`src/rtl/uirq_pkg.sv`:
```
package uirq_pkg;

   localparam int SRC_N = 4;

   typedef enum logic [1:0] {
      SRC_RX    = 2'd0,
      SRC_ERR   = 2'd1,
      SRC_TX    = 2'd2,
      SRC_MODEM = 2'd3
   } src_idx_e;

   // per-channel multiplier applied to the transmit trigger field
   function automatic int chan_scale(input int chan);
      case (chan)
         0:       return 32;
         1, 4:    return 8;
         2, 3:    return 2;
         default: return 0;
      endcase
   endfunction

   function automatic bit is_pow2(input int v);
      return (v > 0) && ((v & (v - 1)) == 0);
   endfunction

endpackage

```
`src/rtl/uirq_thresh.sv`:
```
module uirq_thresh #(
   parameter int CNT_W   = 8,
   parameter int CHAN_ID = 0
) (
   input  logic             fifo_en,
   input  logic [CNT_W-1:0] tx_count,
   input  logic [2:0]       tx_trig,
   output logic             hit
);
   localparam int SCALE   = uirq_pkg::chan_scale(CHAN_ID);
   localparam int LVL_MAX = 7 * SCALE;
   localparam int LVL_W   = $clog2(LVL_MAX + 1);
   localparam int CMP_W   = (CNT_W > LVL_W) ? CNT_W : LVL_W;

   logic [CMP_W-1:0] level;

   generate
      if (uirq_pkg::is_pow2(SCALE)) begin : g_shift
         localparam int SH = $clog2(SCALE);
         assign level = CMP_W'(tx_trig) << SH;
      end else begin : g_mult
         assign level = CMP_W'(tx_trig) * CMP_W'(SCALE);
      end
   endgenerate

   assign hit = fifo_en && (CMP_W'(tx_count) <= level);

endmodule

```
`src/rtl/uirq_src_reg.sv`:
```
module uirq_src_reg #(
   parameter int N = uirq_pkg::SRC_N
) (
   input  logic         clk,
   input  logic         rst_n,
   input  logic [N-1:0] set_v,
   input  logic [N-1:0] clr_v,
   output logic [N-1:0] q
);
   generate
      for (genvar i = 0; i < N; i++) begin : g_bit
         always_ff @(posedge clk or negedge rst_n) begin
            if (!rst_n)          q[i] <= 1'b0;
            else if (set_v[i])   q[i] <= 1'b1;
            else if (clr_v[i])   q[i] <= 1'b0;
         end
      end
   endgenerate
endmodule

```
`src/rtl/uirq_mask_reg.sv`:
```
module uirq_mask_reg #(
   parameter int N = uirq_pkg::SRC_N
) (
   input  logic         clk,
   input  logic         rst_n,
   input  logic         wr,
   input  logic [N-1:0] wdata,
   output logic [N-1:0] q
);
   always_ff @(posedge clk or negedge rst_n) begin
      if (!rst_n)  q <= '0;
      else if (wr) q <= wdata;
   end
endmodule

```
`src/rtl/uirq_ctrl.sv`:
```
module uirq_ctrl #(
   parameter int CNT_W   = 8,
   parameter int CHAN_ID = 0
) (
   input  logic             clk,
   input  logic             rst_n,
   input  logic             ev_rx,
   input  logic             ev_err,
   input  logic             ev_tx,
   input  logic             ev_modem,
   input  logic             fifo_en,
   input  logic [CNT_W-1:0] tx_count,
   input  logic [2:0]       tx_trig,
   input  logic             mask_wr,
   input  logic [3:0]       mask_wdata,
   input  logic             pend_clr_wr,
   input  logic [3:0]       pend_clr_data,
   input  logic             src_clr_wr,
   input  logic [3:0]       src_clr_data,
   output logic [3:0]       src_q,
   output logic [3:0]       mask_q,
   output logic [3:0]       pend_q,
   output logic             irq
);
   import uirq_pkg::*;

   generate
      if (CHAN_ID < 0 || CHAN_ID > 4) begin : g_bad_chan
         $error("uirq_ctrl: CHAN_ID must lie in 0..4");
      end
      if (CNT_W < 1) begin : g_bad_cnt
         $error("uirq_ctrl: CNT_W must be positive");
      end
   endgenerate

   logic             thr_hit;
   logic [SRC_N-1:0] set_v;
   logic [SRC_N-1:0] clr_v;

   uirq_thresh #(.CNT_W(CNT_W), .CHAN_ID(CHAN_ID)) u_thresh (
      .fifo_en  (fifo_en),
      .tx_count (tx_count),
      .tx_trig  (tx_trig),
      .hit      (thr_hit)
   );

   always_comb begin
      set_v            = '0;
      set_v[SRC_RX]    = ev_rx;
      set_v[SRC_ERR]   = ev_err;
      set_v[SRC_TX]    = ev_tx | thr_hit;
      set_v[SRC_MODEM] = ev_modem;
      clr_v = (pend_clr_wr ? pend_clr_data : '0) | (src_clr_wr ? src_clr_data : '0);
   end

   uirq_src_reg #(.N(SRC_N)) u_src (
      .clk   (clk),
      .rst_n (rst_n),
      .set_v (set_v),
      .clr_v (clr_v),
      .q     (src_q)
   );

   uirq_mask_reg #(.N(SRC_N)) u_mask (
      .clk   (clk),
      .rst_n (rst_n),
      .wr    (mask_wr),
      .wdata (mask_wdata),
      .q     (mask_q)
   );

   assign pend_q = src_q & ~mask_q;
   assign irq    = |pend_q;

endmodule

```
`config.mk`:
```
export PLATFORM = sky130hd
export DESIGN_NAME = uirq_ctrl
export DESIGN_NICKNAME = d
export VERILOG_FILES = /design/src/rtl/uirq_pkg.sv /design/src/rtl/uirq_thresh.sv /design/src/rtl/uirq_src_reg.sv /design/src/rtl/uirq_mask_reg.sv /design/src/rtl/uirq_ctrl.sv
export SDC_FILE = /design/constraint.sdc
export NUM_CORES = 1
export LEC_CHECK = 0
export CAP_MARGIN = 20
export CELL_PAD_IN_SITES_DETAIL_PLACEMENT = 1
export CELL_PAD_IN_SITES_GLOBAL_PLACEMENT = 2
export CORE_UTILIZATION = 26
export CTS_CLUSTER_SIZE = 16
export DETAILED_ROUTE_END_ITERATION = 8
export DONT_BUFFER_PORTS = 1
export HOLD_SLACK_MARGIN = 0.08
export PLACE_DENSITY_LB_ADDON = 0.1
export SLEW_MARGIN = 15
export SYNTH_ARGS = -nofsm -noshare
export SYNTH_HDL_FRONTEND = slang
export SYNTH_SLANG_ARGS = --single-unit
```
`constraint.sdc`:
```
create_clock -name clk -period 1 [get_ports clk]
set_input_delay 0.1 -clock clk [delete_from_list [all_inputs] [get_ports clk]]
set_output_delay 0.1 -clock clk [all_outputs]
set_load 0.05 [all_outputs]
```
## Yosys cells after proc, flatten, opt, wreduce, memory -nomap -nowiden

Index checks and enable logic that the tools add are counted.

| storage, ports and cells | value |
|---|---|
| register bits | 8 |
| input port bits | 33 |
| output and inout bits | 13 |
| logic and storage cells | 26 |

| operators by class | value |
|---|---|
| $lt $le $gt $ge | 1 |
| multiplexer cells | 10 |
| bitwise logic cells | 4 |
| reductions and logical operators | 6 |

Operators with widths:

| operator | count |
|---|---|
| $le 8x8->1 | 1 |
| $mux 1 | 8 |
| $mux 4 | 2 |
| $reduce_bool 2->1 | 4 |
| $and 4x4->4 | 1 |
| $not 4->4 | 1 |
| $or 4x4->4 | 1 |
| $reduce_or 4->1 | 1 |
| $logic_and 1x1->1 | 1 |
| $or 1x1->1 | 1 |

## Longest topological paths before layout

Gate-level depths: netlist (run 1).

| logic depth | value |
|---|---|
| word-level depth | 4 |
| mapped depth | 5 |
| depth with buffers taken out | 5 |

## Cells and area by module

A second synthesis (run 1) with hierarchy kept.

| second synthesis, totals | value |
|---|---|
| cell total of the unflattened synthesis | 42 |
| area total of the unflattened synthesis | 470.5 um2 |

By module, submodules not included:

| module | instances | cells each | area an instance (um2) | sequential area each (um2) |
|---|---|---|---|---|
| uirq_mask_reg | 1 | 8 | 145.1 | 100.1 |
| uirq_src_reg | 1 | 12 | 145.1 | 100.1 |
| uirq_ctrl | 1 | 10 | 92.6 | 0.0 |
| uirq_thresh | 1 | 12 | 87.6 | 0.0 |

## Worst setup path before layout (run 1)

Ideal clock, no wire load.

| timing path | value |
|---|---|
| kind | flip-flop to output port |
| from | register u_src.q[3] |
| to | output irq |
| data arrival time | 1.802 ns |
| data required time | 0.900 ns |
| slack | -0.902 ns |
| stages on the path, launching flop included | 3 |
| path buffers | 0 |
| path through | dfrtp_1 -> nor2b_1 -> or4_4 |

| on the way | value |
|---|---|
| longest elaborated chain between the ends | 2 |

Ends and longest elaborated chain:

| item | RTL line | source |
|---|---|---|
| from (decl) | uirq_src_reg.sv:8 | `output logic [N-1:0] q` |
| from (signal, indexed assignment) | uirq_src_reg.sv:13 | `if (!rst_n) q[i] <= 1'b0;` |
| from (signal, indexed assignment) | uirq_src_reg.sv:14 | `else if (set_v[i]) q[i] <= 1'b1;` |
| from (signal, indexed assignment) | uirq_src_reg.sv:15 | `else if (clr_v[i]) q[i] <= 1'b0;` |
| $and 4x4->4 | uirq_ctrl.sv:72 | `assign pend_q = src_q & ~mask_q;` |
| via pend_q[3] | uirq_ctrl.sv:22 | `output logic [3:0] pend_q,` |
| $reduce_or 4->1 | uirq_ctrl.sv:73 | `assign irq = \|pend_q;` |
| to (decl) | uirq_ctrl.sv:23 | `output logic irq` |

The timed path passes the listed nets, and every way through them passes these cells.

## Final worst setup path (run 1)

| timing path | value |
|---|---|
| from | register u_src.q[2] |
| to | output irq |

| on the way | value |
|---|---|
| longest elaborated chain between the ends | 2 |

Ends and longest elaborated chain:

| item | RTL line |
|---|---|
| $and 4x4->4 | uirq_ctrl.sv:72 |
| $reduce_or 4->1 | uirq_ctrl.sv:73 |

No other way between the ends.

==> results.py, run 1 <==
metrics = {
    "synthesis": {
        "synth_top_cell_area_share_pct": 44.7,
        "synthesis.nets": 72,
        "synth_edf_count": 0,
        "synth_top_cells_by_area": "dfrtp_1 (45%), mux2_2 (10%), ha_1 (8.4%)",
        "synth_cells": 36,
        "yosys_most_used_dff": "dfrtp_1",
        "synth_common_cells": "dfrtp_1 (8), a22oi_1 (4), mux2_2 (4)",
        "ys_seq_area_share_pct": 44.7,
        "synth_warnings": 0,
        "ys_types": 15,
        "avgSynthCellArea_um2": 12.4,
        "postSynth.asyncResetShare_pct": 100,
        "synth_most_common_cell": "dfrtp_1",
        "yosys_register_bits": 8,
        "synthesis.area_um2": 448,
        "yosysTopAreaCell": "dfrtp_1",
    },
    "power": {
        "peakVddDrop_v": 0.000527,
        "power_leakage_nw": 0.363,
        "p_per_area_mw_per_mm2": 1360,
        "power_mw": 1.13,
    },
    "global_route": {
        "grt_use_total_pct": 15.7,
        "grt_first_pass_wirelength_um": 2040,
        "antenna_found_initial": 0,
        "grt_overflow": 0,
        "grt_start_max_net_pins": 9,
        "grt_pass1_vias": 467,
    },
    "placement": {
        "pre_cts_ws_ns": -0.247,
        "io_buffers": 0,
        "gp_congestion": 0.685,
        "hpwlAfterDp_um": 1000,
    },
    "detailed_routing": {
        "vias": 433,
        "drtIter0Drc": 12,
        "route.detailed.drc": 10,
        "wl_per_cell_um": 16.9,
        "dr.pass1.iters": 5,
        "detail-route-antenna-nets": 0,
        "wirelength_um": 1370,
        "vias_per_cell": 5.35,
    },
    "clocking": {
        "cts_tree": "yes",
        "clk_pin_slew_ns": 0.05,
        "root_buffer": "clkbuf_4",
        "cts_made_buffers": 3,
        "numClockSinks": 8,
        "worstSkewPairLatency_ns": 0.25,
        "cts_buffer_depth": 2,
        "htreeDepth": 1,
    },
    "setup_path": {
        "critPathMaxStageDelay_ns": 0.64,
        "r2r_slack_ns": -0.11,
        "critPathMaxFanout": 2,
        "critical_path.top_delay_family": "simple AND/OR/NAND/NOR gates",
        "r2r-start": "u_src.q[2]$_DFFE_PN0P_",
        "worstPathRequired_ns": 0.90,
        "path_cells": "nor2b_4, or4_4",
        "crit_path_start": "u_src.q[2]$_DFFE_PN0P_",
        "worst_setup_path_end_kind": "output pin",
        "startpoint_type": "register",
        "slowest_stage": "or4_4",
        "arrival_ns": 1.41,
        "worst-setup-path-type": "register to output pin",
        "cp_num_buf_inv": 0,
    },
    "timing": {
        "finalHoldViolCount": 0,
        "finClkSkew_ns": 0,
        "worst_slack_ns": -0.509,
        "setup_tns_ns": -1.10,
        "whs_ns": 0.108,
        "post-route-period-util_pct": 151,
        "relSlewSlack_pct": 74.6,
        "period_needed_ns": 1.51,
        "finalMaxSlewViolations": 0,
        "rsz0062_at_grt": "true",
        "tightest_slew_ns": 0.380,
        "setup_viol_count_final": 9,
        "fmax_mhz": 663,
    },
    "hold_path": {
        "hold_path.class": "input pin to register",
        "hp-start": "src_clr_data[3]",
    },
    "run_status": {
        "violations": "design-rule violations, negative setup slack",
        "status": "complete, but fails checks",
    },
    "floorplan": {
        "dieArea_mm2": 0.00189,
        "core-area_mm2": 0.00156,
        "ios": 46,
        "start_util_pct": 28.7,
        "die_height_um": 43.5,
        "rows": 14,
        "dieWidth_um": 43.5,
    },
    "layout": {
        "area_growth_pct": 85.5,
        "antenna_cells": 0,
        "nets": 103,
        "layout-drive-gt1-share_pct": 64.6,
        "final_core_util_pct": 53.3,
    },
    "job": {
        "max-cap-violations": 0,
    },
}
## logic make-up (layout without fill, tap and decap cells)
family,count (synthesis),in the layout,share of synthesized area [%]
multiplexers,4,4,10.1
AO/OA/AOI/OAI,10,10,17.0
AND/OR/NAND/NOR,8,8,17.3
adder cells (fa/ha/maj),3,3,8.38
buffers and inverters,3,32,2.51
flip-flops,8,8,44.7
## worst register-to-register path, delay by kind of cell, from the launching register on
kind,cells,cell delay [ns]
buffers and inverters,2,0.28
AOI/OAI and AO/OA,1,0.32
DFF,1,0.40
## layout make-up
| cell class | instances | area [um^2] |
|---|---|---|
| Tap cell | 16 | 20.0 |
| Clock buffer | 3 | 22.5 |
| Fill cell | 160 | 728 |
| Inverter | 3 | 18.8 |
| Sequential cell | 8 | 210 |
| Multi-Input combinational cell | 25 | 295 |
| Timing Repair Buffer | 26 | 264 |
## stage by stage
step	cells	instance area (um^2)
2_1_floorplan	36	524
3_3_place_gp	64	634
3_5_place_dp	64	634
4_1_cts	78	790
5_1_grt	81	831
6_report	81	831
## metal layers
metal / vias up / global-route usage (%) / wire [um]
li1: 198 / - / -
met5: - / 0 / 0
met3: 4 / 3.33 / 114
met2: 32 / 28.2 / 708
met4: 0 / 11.3 / 37
met1: 199 / 15.9 / 505
## where the power goes
group,internal [mW],leakage [nW],switching [mW]
registers,0.359,0.0818,0.0278
logic,0.224,0.267,0.284
clock network,0.137,0.0138,0.0992
total,0.720,0.363,0.411
## repair_timing
| item | in CTS | in global routing |
|---|---|---|
| resized for setup | 6 | 5 |
| pin swaps | 1 | 1 |
| setup buffers | 0 | 3 |
| setup endpoints to repair | 9 | 8 |
| endpoints found under the hold margin | 16 | 0 |
| hold buffers | 11 | 0 |
## sequential cells by signal, summed over array words and instances, names as in the netlist
signal / count
u_mask.q: 4
u_src.q: 4
## worst paths after layout
path,endpoint,depth (start not counted)
setup / recovery,irq,2
hold / removal,u_src.q[3]$_DFFE_PN0P_,2
setup reg to reg,u_src.q[2]$_DFFE_PN0P_,3
hold reg to reg,u_src.q[0]$_DFFE_PN0P_,2
max in group asynchronous,u_src.q[1]$_DFFE_PN0P_,1
min in group asynchronous,u_mask.q[1]$_DFFE_PN0P_,1
## layout by cell type (no fill, tap or decap), types with 2 or more instances in the layout
master	Yosys	layout
mux2_2	4	4
dfrtp_2	0	8
a22oi_1	4	4
inv_4	0	3
ha_4	0	3
a21o_1	3	3
dlygate4sd3_1	0	11
buf_6	0	7
clkbuf_4	0	3
nor2b_4	2	4
buf_4	0	6
buf_8	0	2
Power figures use the tool's default switching activity.
==> run 2: changes to the inputs <==
--- a/config.mk
+++ b/config.mk
@@ -5,10 +5,11 @@
 export SDC_FILE = /design/constraint.sdc
 export NUM_CORES = 1
 export LEC_CHECK = 0
+export ABC_AREA = 1
 export CAP_MARGIN = 20
 export CELL_PAD_IN_SITES_DETAIL_PLACEMENT = 1
 export CELL_PAD_IN_SITES_GLOBAL_PLACEMENT = 2
-export CORE_UTILIZATION = 26
+export CORE_UTILIZATION = 23
 export CTS_CLUSTER_SIZE = 16
 export DETAILED_ROUTE_END_ITERATION = 8
 export DONT_BUFFER_PORTS = 1
==> run 2 against run 1 <==
  * The run ends with negative setup slack left
  * Total power increased by 8.8%
  * Synthesized area increased by 8.9%
  * Critical path depth increased by 2
  * Combinational power increased by 13%
  * Sequential power increased by 1%
  * Core utilization decreased by 2.8 points
  * Die area increased by 22%
  * Critical endpoint unchanged
==> results.py, run 2 <==
metrics = {
    "run_status": {
        "status": "complete, but fails checks",
        "violations": "negative setup slack",
    },
    "synthesis": {
        "ys_seq_area_share_pct": 41.0,
        "synth_top_cells_by_area": "dfrtp_1 (41%), nand2_1 (18%), inv_1 (12%)",
        "synth_most_common_cell": "nand2_1",
        "synth_common_cells": "nand2_1 (24), inv_1 (16), dfrtp_1 (8)",
        "yosysTopAreaCell": "dfrtp_1",
        "yosys_most_used_dff": "dfrtp_1",
        "synth_cells": 66,
        "ys_types": 14,
        "postSynth.asyncResetShare_pct": 100,
        "synth_edf_count": 0,
        "synth_top_cell_area_share_pct": 41.0,
        "avgSynthCellArea_um2": 7.39,
        "synthesis.area_um2": 488,
        "synth_warnings": 0,
        "synthesis.nets": 102,
        "yosys_register_bits": 8,
    },
    "floorplan": {
        "core-area_mm2": 0.00198,
        "die_height_um": 48.1,
        "start_util_pct": 24.6,
        "dieWidth_um": 48.1,
        "ios": 46,
        "rows": 16,
        "dieArea_mm2": 0.00231,
    },
    "layout": {
        "mostFrequentLayoutCells": "nand2_1 (21), dlygate4sd3_1 (19), inv_1 (9), dfrtp_2 (8), buf_4 (7)",
        "stdcell_count": 132,
        "fillers": 223,
        "nets": 143,
        "area_growth_pct": 105,
        "multiInputGateArea_um2": 272,
        "antenna_cells": 0,
        "reg_top3": "u_mask.q (4), u_src.q (4)",
        "seqCellArea_um2": 210,
        "layout_commonest_cell": "nand2_1",
        "layout-drive-gt1-share_pct": 40.0,
    },
    "detailed_routing": {
        "drtIter0Drc": 3,
        "route.detailed.drc": 0,
        "wl_per_cell_um": 14.2,
        "top_layer": "met4",
        "vias": 576,
        "detail-route-antenna-nets": 0,
        "wl_met3_um": 71,
        "wirelength_um": 1870,
        "vias_per_cell": 4.36,
        "dr_wl_met2_um": 1070,
        "drt-met1-wl_um": 619,
        "dr.pass1.iters": 3,
    },
    "timing": {
        "setup_tns_ns": -1.16,
        "finalMaxSlewViolations": 0,
        "tightest_slew_ns": 0.408,
        "finClkSkew_ns": 0,
        "whs_ns": 0.0891,
        "setup_viol_count_final": 10,
        "post-route-period-util_pct": 122,
        "fmax_mhz": 819,
        "worst_slack_ns": -0.220,
        "rsz0062_at_grt": "true",
        "relSlewSlack_pct": 72.7,
        "period_needed_ns": 1.22,
        "finalHoldViolCount": 0,
    },
    "hold_path": {
        "hold_path.class": "input pin to register",
        "hp-start": "src_clr_wr",
        "holdPathStages": 5,
        "min_to": "u_src.q[2]$_DFFE_PN0P_",
    },
    "setup_path": {
        "r2r_slack_ns": 0.02,
        "startpoint_type": "register",
        "r2r_cells": 2,
        "worst-setup-path-type": "register to output pin",
        "worstPathRequired_ns": 0.90,
        "arrival_ns": 1.12,
        "timing.rr.end": "u_mask.q[1]$_DFFE_PN0P_",
        "worst_setup_path_end_kind": "output pin",
        "r2r-start": "u_mask.q[1]$_DFFE_PN0P_",
        "critPathMaxFanout": 2,
    },
    "clocking": {
        "root_buffer": "clkbuf_4",
        "htreeDepth": 1,
        "cts_made_buffers": 3,
        "numClockSinks": 8,
        "clk_pin_slew_ns": 0.06,
        "worstSkewPairLatency_ns": 0.26,
        "cts_tree": "yes",
        "cts_buffer_depth": 2,
    },
    "power": {
        "power_leakage_nw": 0.470,
        "p_per_area_mw_per_mm2": 1230,
        "peakVddDrop_v": 0.000499,
    },
    "global_route": {
        "antenna_found_initial": 0,
        "grt_pass1_vias": 558,
        "grt_use_total_pct": 16.2,
        "grt_start_max_net_pins": 9,
        "grt_first_pass_wirelength_um": 2320,
        "grt_overflow": 0,
    },
    "placement": {
        "gp_congestion": 0.538,
        "placed_cells_incl_taps": 103,
        "hpwlAfterDp_um": 1060,
        "io_buffers": 0,
    },
    "job": {
        "max-cap-violations": 0,
    },
}
run 2: changes by cell type in the layout (fill, tap and decap cells not counted), moves of 4 or more:
| cell | delta |
|---|---|
| nand2_1 | +21 |
| inv_1 | +9 |
| dlygate4sd3_1 | +8 |
| a22oi_1 | -4 |
| mux2_2 | -4 |
| nor2b_4 | -4 |
run 2: layout make-up:
cell class	count	area share [%]
clock buffer	3	2.25
inverter	17	7.76
multi-input combinational	41	27.2
sequential	8	21.0
tap	27	3.38
timing repair buffer	36	38.4
run 2: how the worst max path moves through the flow:
stage / from / endpoint / slack (ns) / cells past startpoint
final: u_mask.q[2]$_DFFE_PN0P_ / irq / -0.22 / 4
after global routing: u_mask.q[2]$_DFFE_PN0P_ / irq / -0.25 / 4
after CTS: u_mask.q[1]$_DFFE_PN0P_ / irq / -0.20 / 2
after detailed placement: u_mask.q[1]$_DFFE_PN0P_ / irq / 0.08 / 2
after global placement: u_src.q[0]$_DFFE_PN0P_ / irq / 0.09 / 3
after floorplan: u_src.q[1]$_DFFE_PN0P_ / irq / -0.12 / 2
run 2: stage by stage:
stage | total power, mW | area, um^2 | util, % | setup WS (ns)
floorplan | 0.711 | 557 | - | -0.124
global placement | 0.818 | 691 | 34.8 | 0.0869
detailed placement | 0.823 | 691 | 34.8 | 0.0798
CTS | 1.20 | 970 | 48.9 | -0.197
global route | 1.28 | 1000 | 50.4 | -0.250
finish | 1.23 | 1000 | 50.4 | -0.220
run 2: cell families after synthesis:
kind of cell,count (synthesis),share of synthesized area [%]
simple gates,29,23.8
mux,1,3.08
compound gates,8,11.3
flops,8,41.0
fa+ha+maj,3,7.69
buf+inv,17,13.1
run 2: critical path, stage by stage (launching register included):
cell and delay [ns]:
dfrtp_2 0.42, inv_2 0.08, nand2_4 0.07, o2111ai_4 0.12
buf_12 0.17
run 2: power breakdown:
group | internal (mW) | total [mW] | switching, mW
sequential | 0.357 | 0.391 | 0.0340
combinational | 0.242 | 0.575 | 0.333
clock | 0.138 | 0.264 | 0.126
total | 0.737 | 1.23 | 0.493
run 2: per-layer routing:
layer  up-vias  global-route usage (%)
li1        282                       -
met1       257                    14.8
met2        28                    29.5
met3         9                    1.13
met4         0                    18.3
met5         -                       0
run 2: repair_timing:
item                       CTS  global route
hold buffers                19             0
pin swaps                    2             3
gates resized for setup      8             5
hold endpoints to repair    16             0
setup endpoints to repair    7            11
setup buffers                5             3
